[config.mk]
export PLATFORM = sky130hd
export DESIGN_NAME = flash_seq
export DESIGN_NICKNAME = d
export VERILOG_FILES = /design/src/rtl/flash_seq_pkg.sv /design/src/rtl/flash_seq_array.sv /design/src/rtl/flash_seq_timer.sv /design/src/rtl/flash_seq_status.sv /design/src/rtl/flash_seq_ctrl.sv /design/src/rtl/flash_seq.sv
export SDC_FILE = /design/constraint.sdc
export NUM_CORES = 2
export LEC_CHECK = 0
export CORE_MARGIN = 5
export CORE_UTILIZATION = 31
export DETAILED_ROUTE_END_ITERATION = 16
export PLACE_DENSITY_LB_ADDON = 0.1
export SYNTH_ARGS = -nofsm -noshare
export SYNTH_HDL_FRONTEND = slang
export SYNTH_SLANG_ARGS = --single-unit
[constraint.sdc]
create_clock -name clk -period 8.5 [get_ports clk]
set_input_delay 1.7 -clock clk [delete_from_list [all_inputs] [get_ports clk]]
set_output_delay 1.7 -clock clk [all_outputs]
set_load 0.02 [all_outputs]
[src/rtl/flash_seq_pkg.sv]
// Shared request codes and sequencer states.
package flash_seq_pkg;
    typedef enum logic [2:0] {
        OP_NONE   = 3'd0,
        OP_PROG   = 3'd1,
        OP_MARK   = 3'd2,
        OP_ERASE  = 3'd3,
        OP_CHIP   = 3'd4,
        OP_SUSP   = 3'd5,
        OP_RESUME = 3'd6
    } op_e;

    typedef enum logic [2:0] {
        S_READ, S_PROG, S_PICK, S_PRE, S_PULSE, S_VER, S_SUSP
    } st_e;
endpackage

[src/rtl/flash_seq_array.sv]
// Storage array. Byte writes can only clear bits (AND). A sector fill sets a
// whole sector to ones in one cycle. Two combinational read ports.
// Assumes SECT_BYTES is a power of two.
module flash_seq_array #(
    parameter int NUM_SECT   = 8,
    parameter int SECT_BYTES = 8,
    parameter int DW         = 8,
    localparam int SW = $clog2(NUM_SECT),
    localparam int BW = $clog2(SECT_BYTES),
    localparam int AW = SW + BW
) (
    input  logic          clk,
    input  logic          rst_n,
    input  logic          byte_we,
    input  logic [AW-1:0] byte_addr,
    input  logic [DW-1:0] byte_data,
    input  logic          sect_we,
    input  logic [SW-1:0] sect_idx,
    input  logic [AW-1:0] rd_addr,
    output logic [DW-1:0] rd_q,
    input  logic [AW-1:0] vf_addr,
    output logic [DW-1:0] vf_q
);
    localparam int DEPTH = NUM_SECT * SECT_BYTES;

    logic [DW-1:0] mem [DEPTH];

    // Reset to the erased state, then apply AND writes and sector fills.
    always_ff @(posedge clk) begin
        if (!rst_n) begin
            for (int i = 0; i < DEPTH; i++) mem[i] <= '1;
        end else begin
            if (byte_we) mem[byte_addr] <= mem[byte_addr] & byte_data;
            if (sect_we)
                for (int i = 0; i < SECT_BYTES; i++)
                    mem[{sect_idx, BW'(i)}] <= '1;
        end
    end

    // Read ports.
    assign rd_q = mem[rd_addr];
    assign vf_q = mem[vf_addr];
endmodule

[src/rtl/flash_seq_timer.sv]
// Pausable down counter. load sets it to CYC, and run counts it down toward
// zero. expired is high while the count is zero.
module flash_seq_timer #(
    parameter int CYC = 6,
    localparam int CW = $clog2(CYC + 1)
) (
    input  logic clk,
    input  logic rst_n,
    input  logic load,
    input  logic run,
    output logic expired
);
    logic [CW-1:0] cnt;

    // Load or count down.
    always_ff @(posedge clk) begin
        if (!rst_n)                 cnt <= '0;
        else if (load)              cnt <= CW'(CYC);
        else if (run && cnt != '0)  cnt <= cnt - 1'b1;
    end

    assign expired = (cnt == '0);
endmodule

[src/rtl/flash_seq_status.sv]
// Read output stage. It registers either array data or the status byte
// {b7, toggle, zeros}. The toggle flips after every status read.
module flash_seq_status #(
    parameter int DW = 8
) (
    input  logic          clk,
    input  logic          rst_n,
    input  logic          rd_en,
    input  logic          stat_sel,
    input  logic          stat_b7,
    input  logic [DW-1:0] arr_q,
    output logic          rd_valid,
    output logic [DW-1:0] rd_data
);
    logic tog;

    // Capture the read result and advance the toggle on status reads.
    always_ff @(posedge clk) begin
        if (!rst_n) begin
            rd_valid <= 1'b0;
            rd_data  <= '0;
            tog      <= 1'b0;
        end else begin
            rd_valid <= rd_en;
            if (rd_en) begin
                rd_data <= stat_sel ? {stat_b7, tog, {(DW-2){1'b0}}} : arr_q;
                if (stat_sel) tog <= ~tog;
            end
        end
    end
endmodule

[src/rtl/flash_seq_ctrl.sv]
// Sequencer FSM. It accepts decoded requests, keeps the erase set, walks
// pre-program, pulse and verify per sector, and handles suspend and resume.
// Assumes sect_prot is changed only while the block is in read mode.
module flash_seq_ctrl
    import flash_seq_pkg::*;
#(
    parameter int NUM_SECT   = 8,
    parameter int SECT_BYTES = 8,
    parameter int DW         = 8,
    localparam int SW = $clog2(NUM_SECT),
    localparam int BW = $clog2(SECT_BYTES),
    localparam int AW = SW + BW
) (
    input  logic                clk,
    input  logic                rst_n,
    input  logic                req_valid,
    input  logic [2:0]          req_op,
    input  logic [AW-1:0]       req_addr,
    input  logic [DW-1:0]       req_data,
    input  logic [NUM_SECT-1:0] sect_prot,
    input  logic [AW-1:0]       rd_addr,
    input  logic [DW-1:0]       vf_q,
    input  logic                p_exp,
    input  logic                e_exp,
    output logic                p_load,
    output logic                p_run,
    output logic                e_load,
    output logic                e_run,
    output logic                byte_we,
    output logic [AW-1:0]       byte_addr,
    output logic [DW-1:0]       byte_data,
    output logic                sect_we,
    output logic [SW-1:0]       sect_idx,
    output logic [AW-1:0]       vf_addr,
    output logic                stat_sel,
    output logic                stat_b7,
    output logic [NUM_SECT-1:0] mask_o
);
    st_e                 state, ret_st, sus_st;
    logic [NUM_SECT-1:0] mask;
    logic [SW-1:0]       cur, pick;
    logic [BW-1:0]       idx;
    logic [AW-1:0]       p_addr;
    logic [DW-1:0]       p_data;
    logic                any, last, erasing, susp_req, go_prog, vf_ok;
    logic [SW-1:0]       rsec, qsec;
    op_e                 op;

    assign op      = op_e'(req_op);
    assign qsec    = req_addr[AW-1 -: SW];
    assign rsec    = rd_addr[AW-1 -: SW];
    assign last    = (idx == BW'(SECT_BYTES - 1));
    assign vf_ok   = (vf_q == '1);
    assign erasing = (state == S_PICK) || (state == S_PRE) ||
                     (state == S_PULSE) || (state == S_VER);
    assign susp_req = req_valid && op == OP_SUSP && erasing;
    assign go_prog  = req_valid && op == OP_PROG && !sect_prot[qsec] &&
                      (state == S_READ || (state == S_SUSP && !mask[qsec]));

    // Lowest marked sector.
    always_comb begin
        pick = '0;
        any  = 1'b0;
        for (int i = NUM_SECT - 1; i >= 0; i--)
            if (mask[i]) begin
                pick = SW'(i);
                any  = 1'b1;
            end
    end

    // Datapath and timer controls decoded from the state.
    always_comb begin
        vf_addr   = {cur, idx};
        p_load    = go_prog;
        p_run     = (state == S_PROG);
        e_load    = !susp_req && ((state == S_PRE && last) ||
                                  (state == S_VER && !vf_ok));
        e_run     = (state == S_PULSE);
        byte_we   = (state == S_PROG && p_exp) || (state == S_PRE && vf_q != '0);
        byte_addr = (state == S_PROG) ? p_addr : vf_addr;
        byte_data = (state == S_PROG) ? p_data : '0;
        sect_we   = (state == S_PULSE) && e_exp && !susp_req;
        sect_idx  = cur;
        stat_sel  = (state == S_PROG) || erasing || (state == S_SUSP && mask[rsec]);
        stat_b7   = (state == S_PROG) ? ~p_data[DW-1] : 1'b0;
        mask_o    = mask;
    end

    // State transitions, erase set and operand latching.
    always_ff @(posedge clk) begin
        if (!rst_n) begin
            state  <= S_READ;
            ret_st <= S_READ;
            sus_st <= S_PICK;
            mask   <= '0;
            cur    <= '0;
            idx    <= '0;
            p_addr <= '0;
            p_data <= '0;
        end else begin
            if (go_prog) begin
                p_addr <= req_addr;
                p_data <= req_data;
                ret_st <= state;
            end
            if (susp_req) begin
                sus_st <= state;
                state  <= S_SUSP;
            end else begin
                case (state)
                    S_READ: begin
                        if (go_prog) state <= S_PROG;
                        else if (req_valid) begin
                            case (op)
                                OP_MARK:  if (!sect_prot[qsec]) mask[qsec] <= 1'b1;
                                OP_ERASE: state <= S_PICK;
                                OP_CHIP: begin
                                    mask  <= ~sect_prot;
                                    state <= S_PICK;
                                end
                                default: ;
                            endcase
                        end
                    end
                    S_PROG: if (p_exp) state <= ret_st;
                    S_PICK: begin
                        if (!any)                 state <= S_READ;
                        else if (sect_prot[pick]) mask[pick] <= 1'b0;
                        else begin
                            cur   <= pick;
                            idx   <= '0;
                            state <= S_PRE;
                        end
                    end
                    S_PRE: begin
                        idx <= idx + 1'b1;
                        if (last) state <= S_PULSE;
                    end
                    S_PULSE: if (e_exp) begin
                        idx   <= '0;
                        state <= S_VER;
                    end
                    S_VER: begin
                        if (!vf_ok) state <= S_PULSE;
                        else if (last) begin
                            mask[cur] <= 1'b0;
                            state     <= S_PICK;
                        end else idx <= idx + 1'b1;
                    end
                    S_SUSP: begin
                        if (go_prog) state <= S_PROG;
                        else if (req_valid && op == OP_RESUME) state <= sus_st;
                    end
                    default: state <= S_READ;
                endcase
            end
        end
    end
endmodule

[src/rtl/flash_seq.sv]
// Top level: sequencer, array, program and erase timers, read stage.
module flash_seq #(
    parameter int NUM_SECT   = 8,
    parameter int SECT_BYTES = 8,
    parameter int DW         = 8,
    parameter int PROG_CYC   = 6,
    parameter int ERASE_CYC  = 12,
    localparam int SW = $clog2(NUM_SECT),
    localparam int BW = $clog2(SECT_BYTES),
    localparam int AW = SW + BW
) (
    input  logic                clk,
    input  logic                rst_n,
    input  logic                req_valid,
    input  logic [2:0]          req_op,
    input  logic [AW-1:0]       req_addr,
    input  logic [DW-1:0]       req_data,
    input  logic [NUM_SECT-1:0] sect_prot,
    input  logic                rd_en,
    input  logic [AW-1:0]       rd_addr,
    output logic                rd_valid,
    output logic [DW-1:0]       rd_data
);
    logic                w_byte_we, w_sect_we, w_stat_sel, w_stat_b7;
    logic [AW-1:0]       w_byte_addr, w_vf_addr;
    logic [DW-1:0]       w_byte_data, w_vf_q, w_rd_q;
    logic [SW-1:0]       w_sect_idx;
    logic [NUM_SECT-1:0] w_mask;
    logic                p_load, p_run, p_exp, e_load, e_run, e_exp;

    flash_seq_ctrl #(.NUM_SECT(NUM_SECT), .SECT_BYTES(SECT_BYTES), .DW(DW)) u_ctrl (
        .clk(clk), .rst_n(rst_n), .req_valid(req_valid), .req_op(req_op),
        .req_addr(req_addr), .req_data(req_data), .sect_prot(sect_prot),
        .rd_addr(rd_addr), .vf_q(w_vf_q), .p_exp(p_exp), .e_exp(e_exp),
        .p_load(p_load), .p_run(p_run), .e_load(e_load), .e_run(e_run),
        .byte_we(w_byte_we), .byte_addr(w_byte_addr), .byte_data(w_byte_data),
        .sect_we(w_sect_we), .sect_idx(w_sect_idx), .vf_addr(w_vf_addr),
        .stat_sel(w_stat_sel), .stat_b7(w_stat_b7), .mask_o(w_mask));

    flash_seq_array #(.NUM_SECT(NUM_SECT), .SECT_BYTES(SECT_BYTES), .DW(DW)) u_array (
        .clk(clk), .rst_n(rst_n), .byte_we(w_byte_we), .byte_addr(w_byte_addr),
        .byte_data(w_byte_data), .sect_we(w_sect_we), .sect_idx(w_sect_idx),
        .rd_addr(rd_addr), .rd_q(w_rd_q), .vf_addr(w_vf_addr), .vf_q(w_vf_q));

    flash_seq_timer #(.CYC(PROG_CYC)) u_ptmr (
        .clk(clk), .rst_n(rst_n), .load(p_load), .run(p_run), .expired(p_exp));

    flash_seq_timer #(.CYC(ERASE_CYC)) u_etmr (
        .clk(clk), .rst_n(rst_n), .load(e_load), .run(e_run), .expired(e_exp));

    flash_seq_status #(.DW(DW)) u_stat (
        .clk(clk), .rst_n(rst_n), .rd_en(rd_en), .stat_sel(w_stat_sel),
        .stat_b7(w_stat_b7), .arr_q(w_rd_q), .rd_valid(rd_valid), .rd_data(rd_data));
endmodule

==> run_results.csv <==
group,metric,value,unit
min_path,hold_end,"u_stat.rd_data[2]$_SDFFE_PN0P_",
die,die_h,345,µm
yosys,ys_warn_count,0,
critical_path,cp_max_fo,23,
yosys,ys_ff_latch,566,
global_route,met1_usage,0.369,
yosys,ys.flop_type,"dfxtp_1",
yosys,ys_types,73,
power_and_ir_drop,power.density,183,mW/mm²
global_route,gr-max-usage-layer,"met2",
clock_tree,clockBufferDepth,3,
clock_tree,cts_root_buffer,"clkbuf_16",
yosys,syn_area_per_cell,9.95,µm²
status,status,"finished clean",
timing,post-route-period-util,0.737,
yosys,syn_inst,3491,
power_and_ir_drop,ir_worst_vdd,138,µV
global_route,grt_pass1_wl,234000,µm
routing,firstDrtPassIters,5,
clock_tree,ctsResizeCount,0,
timing,finalClockSkew,0.0361,ns
flow_run,max_cap_violations,0,
yosys,synth-edff-count,0,
routing,first_iter_violations,4111,
critical_path,cp_slowest_cell,"o21ai_0",
die,die_w,345,µm
routing,vias,30600,
global_route,track_usage,0.276,
cells_and_area,fin_util,0.351,
power_and_ir_drop,p_leak,14.8,nW
yosys,synthArstFlopShare,0,
critical_path,worstSetupStartpointType,"flop",
routing,routedWlPerCell,34.3,µm
yosys,syn_area,0.0347,mm²
routing,routed_wirelength,169000,µm
clock_tree,postCtsSetupRepairBufs,0,
timing,fmax,160,MHz
die,io_pins,44,
clock_tree,insertion_delay,0.67,ns
clock_tree,ctsHtreeMaxLevel,3,
cells_and_area,fin_cells,4917,
routing,via_per_inst,6.23,
global_route,gr-usage-met2,0.418,
timing,tightest_slew,1.32,ns
die,die-area,0.119,mm²
cells_and_area,final_nets,3410,
clock_tree,cts_hold_buf,0,
routing,remaining_drc_errors,0,
clock_tree,clk_pin_slew,0.05,ns
critical_path,reg2reg_to,"u_array.mem[43][3]$_SDFFE_PP1P_",
place,dpl.cell_count,4784,
critical_path,cp_slowest_stage_delay,1.02,ns
place,place_hpwl,114000,µm
critical_path,cp_cell_sequence,"or3b_2 > buf_4 > mux2_2 > a221oi_1 > nor2_1 > o21ai_0 > nand4_1 > o311ai_4 > buf_4 > and2_1 > mux2i_1",
critical_path,cpMostUsedCell,"buf_4",
cells_and_area,syn_to_final_growth,12.1,%
place,io_buffer_count,43,
critical_path,critPathKind,"flop to flop",
min_path,hp-start,"u_stat.rd_data[2]$_SDFFE_PN0P_",
place,place.gp.congestion,0.943,
timing,slew_viol_final,0,
timing,finalCriticalPeriod,6.27,ns
die,core,0.111,mm²
critical_path,r2r_setup_slack,2.23,ns
critical_path,reg2reg_from,"u_ctrl.state[0]$_SDFFE_PP0P_",
cells_and_area,layout_commonest_cell,"mux2i_1",
die,fp-row-count,122,
global_route,grt_pass1_vias,29400,
yosys,seq_area_frac_synth,0.326,
global_route,grt_max_degree,76,
global_route,grtUsageMet3,0.0595,
timing,fin_tns_setup,0,ns
global_route,grt_overflow_total,0,
min_path,hp-class,"flop to flop",
timing,hold_viol_final,0,
critical_path,r2r.worst_path.cells,11,
timing,rsz0062_at_grt,"no",
clock_tree,cts_num_sinks,566,
timing,setup_violations,0,
routing,antenna_left,0,
min_path,hold_depth,2,
critical_path,cp.required,9.00,ns
critical_path,end_kind,"flop",
global_route,antenna_found_initial,11,
yosys,syn-num-nets,3532,
critical_path,arrival,6.77,ns
cells_and_area,layout_common_cells,"mux2i_1 (674), nor2_1 (603), dfxtp_1 (563)",
timing,slew_headroom,0.108,
clock_tree,cts_tree,"done",
clock_tree,cts_buffers,71,
critical_path,startpoint,"u_ctrl.state[0]$_SDFFE_PP0P_",
die,start_util,0.313,
cells_and_area,drive_gt1_frac,0.172,
[registers in the layout (all words and copies together) (netlist names), 4 cells and up]
signal          flops
u_stat.rd_data      8
u_etmr.cnt          4
u_ctrl.p_addr       6
u_ctrl.p_data       8
u_array.mem       512
u_ctrl.mask_o       8
[where the power goes]
part           switching, mW  internal [mW]  total, mW
registers             0.0765           2.69       2.77
clock network           1.29           1.86       3.15
logic                  0.822          0.372       1.19
total                   2.19           4.93       7.12
[metrics by stage]
stage	hold slack, ns	setup slack, ns	cell area [µm²]	power [mW]
global placement	0.463	2.47	36600	3.99
CTS	0.474	2.44	38900	7.15
detailed placement	0.463	2.41	36600	3.99
global route	0.496	2.45	38900	7.33
finish	0.473	2.23	38900	7.12
floorplan	0.452	3.98	34700	3.49
[cells in the mapped netlist (15+ instances only)]
| cell type | n | share of area |
|---|---|---|
| a211oi_1 | 15 | 0.0032 |
| a21oi_1 | 74 | 0.011 |
| a221oi_1 | 52 | 0.013 |
| a22o_1 | 28 | 0.0071 |
| a22oi_1 | 150 | 0.032 |
| a31oi_1 | 17 | 0.0031 |
| and2_1 | 61 | 0.011 |
| and3_1 | 33 | 0.0059 |
| buf_1 | 28 | 0.0030 |
| buf_2 | 64 | 0.0092 |
| clkbuf_1 | 207 | 0.022 |
| dfxtp_1 | 566 | 0.33 |
| inv_1 | 16 | 0.0017 |
| mux2_2 | 17 | 0.0055 |
| mux2i_1 | 683 | 0.20 |
| mux4_2 | 261 | 0.17 |
| nand2_1 | 157 | 0.017 |
| nand3_1 | 70 | 0.010 |
| nand3_2 | 41 | 0.012 |
| nor2_1 | 605 | 0.065 |
| nor2b_1 | 25 | 0.0045 |
| nor3_1 | 19 | 0.0027 |
| nor3b_1 | 15 | 0.0032 |
| o211ai_1 | 17 | 0.0037 |
| o21ai_0 | 70 | 0.010 |
| o22ai_1 | 17 | 0.0031 |
[cell families after synthesis]
family	count (synthesis)	synth area share
AO/OA/AOI/OAI	518	0.110
AND/OR/NAND/NOR	1081	0.144
multiplexers	963	0.372
buffers and inverters	352	0.0445
flip-flops	566	0.326
adder cells (fa/ha/maj)	6	0.00216
XOR/XNOR	5	0.00126
[metal layers]
| layer | wire length (µm) | part of all wire | up-vias |
|---|---|---|---|
| li1 | - | - | 12800 |
| met1 | 70000 | 0.41 | 15700 |
| met2 | 73300 | 0.43 | 1752 |
| met3 | 15200 | 0.090 | 422 |
| met4 | 10300 | 0.061 | 4 |
| met5 | 49 | 0.00029 | - |
[cell type report]
class | count | area, µm²
multi-input combinational | 2573 | 22100
tap | 1488 | 1860
clock buffer | 102 | 2100
clock inverter | 24 | 265
inverter | 18 | 67.6
antenna | 7 | 17.5
timing repair buffer | 139 | 1180
sequential | 566 | 11300
fill | 11000 | 72000
[critical path, delay by kind of cell, from the launching register on]
family | cells | cell delay (ns)
muxes | 2 | 0.67
buffers and inverters | 2 | 0.72
AOI/OAI and AO/OA | 3 | 2.08
and+or+nand+nor | 4 | 1.80
DFF | 1 | 0.81
[worst max path at each step]
stage	cells after the start	end	slack, ns
3_5_place_dp	10	u_ctrl.state[2]$_SDFFE_PN0P_	2.41
4_1_cts	11	u_array.mem[41][3]$_SDFFE_PP1P_	2.44
5_1_grt	12	u_array.mem[62][3]$_SDFFE_PP1P_	2.45
3_3_place_gp	10	u_ctrl.state[2]$_SDFFE_PN0P_	2.47
2_1_floorplan	11	u_ctrl.state[2]$_SDFFE_PN0P_	3.98
6_report	11	u_array.mem[43][3]$_SDFFE_PP1P_	2.23
(Power assumes the default switching activity.)
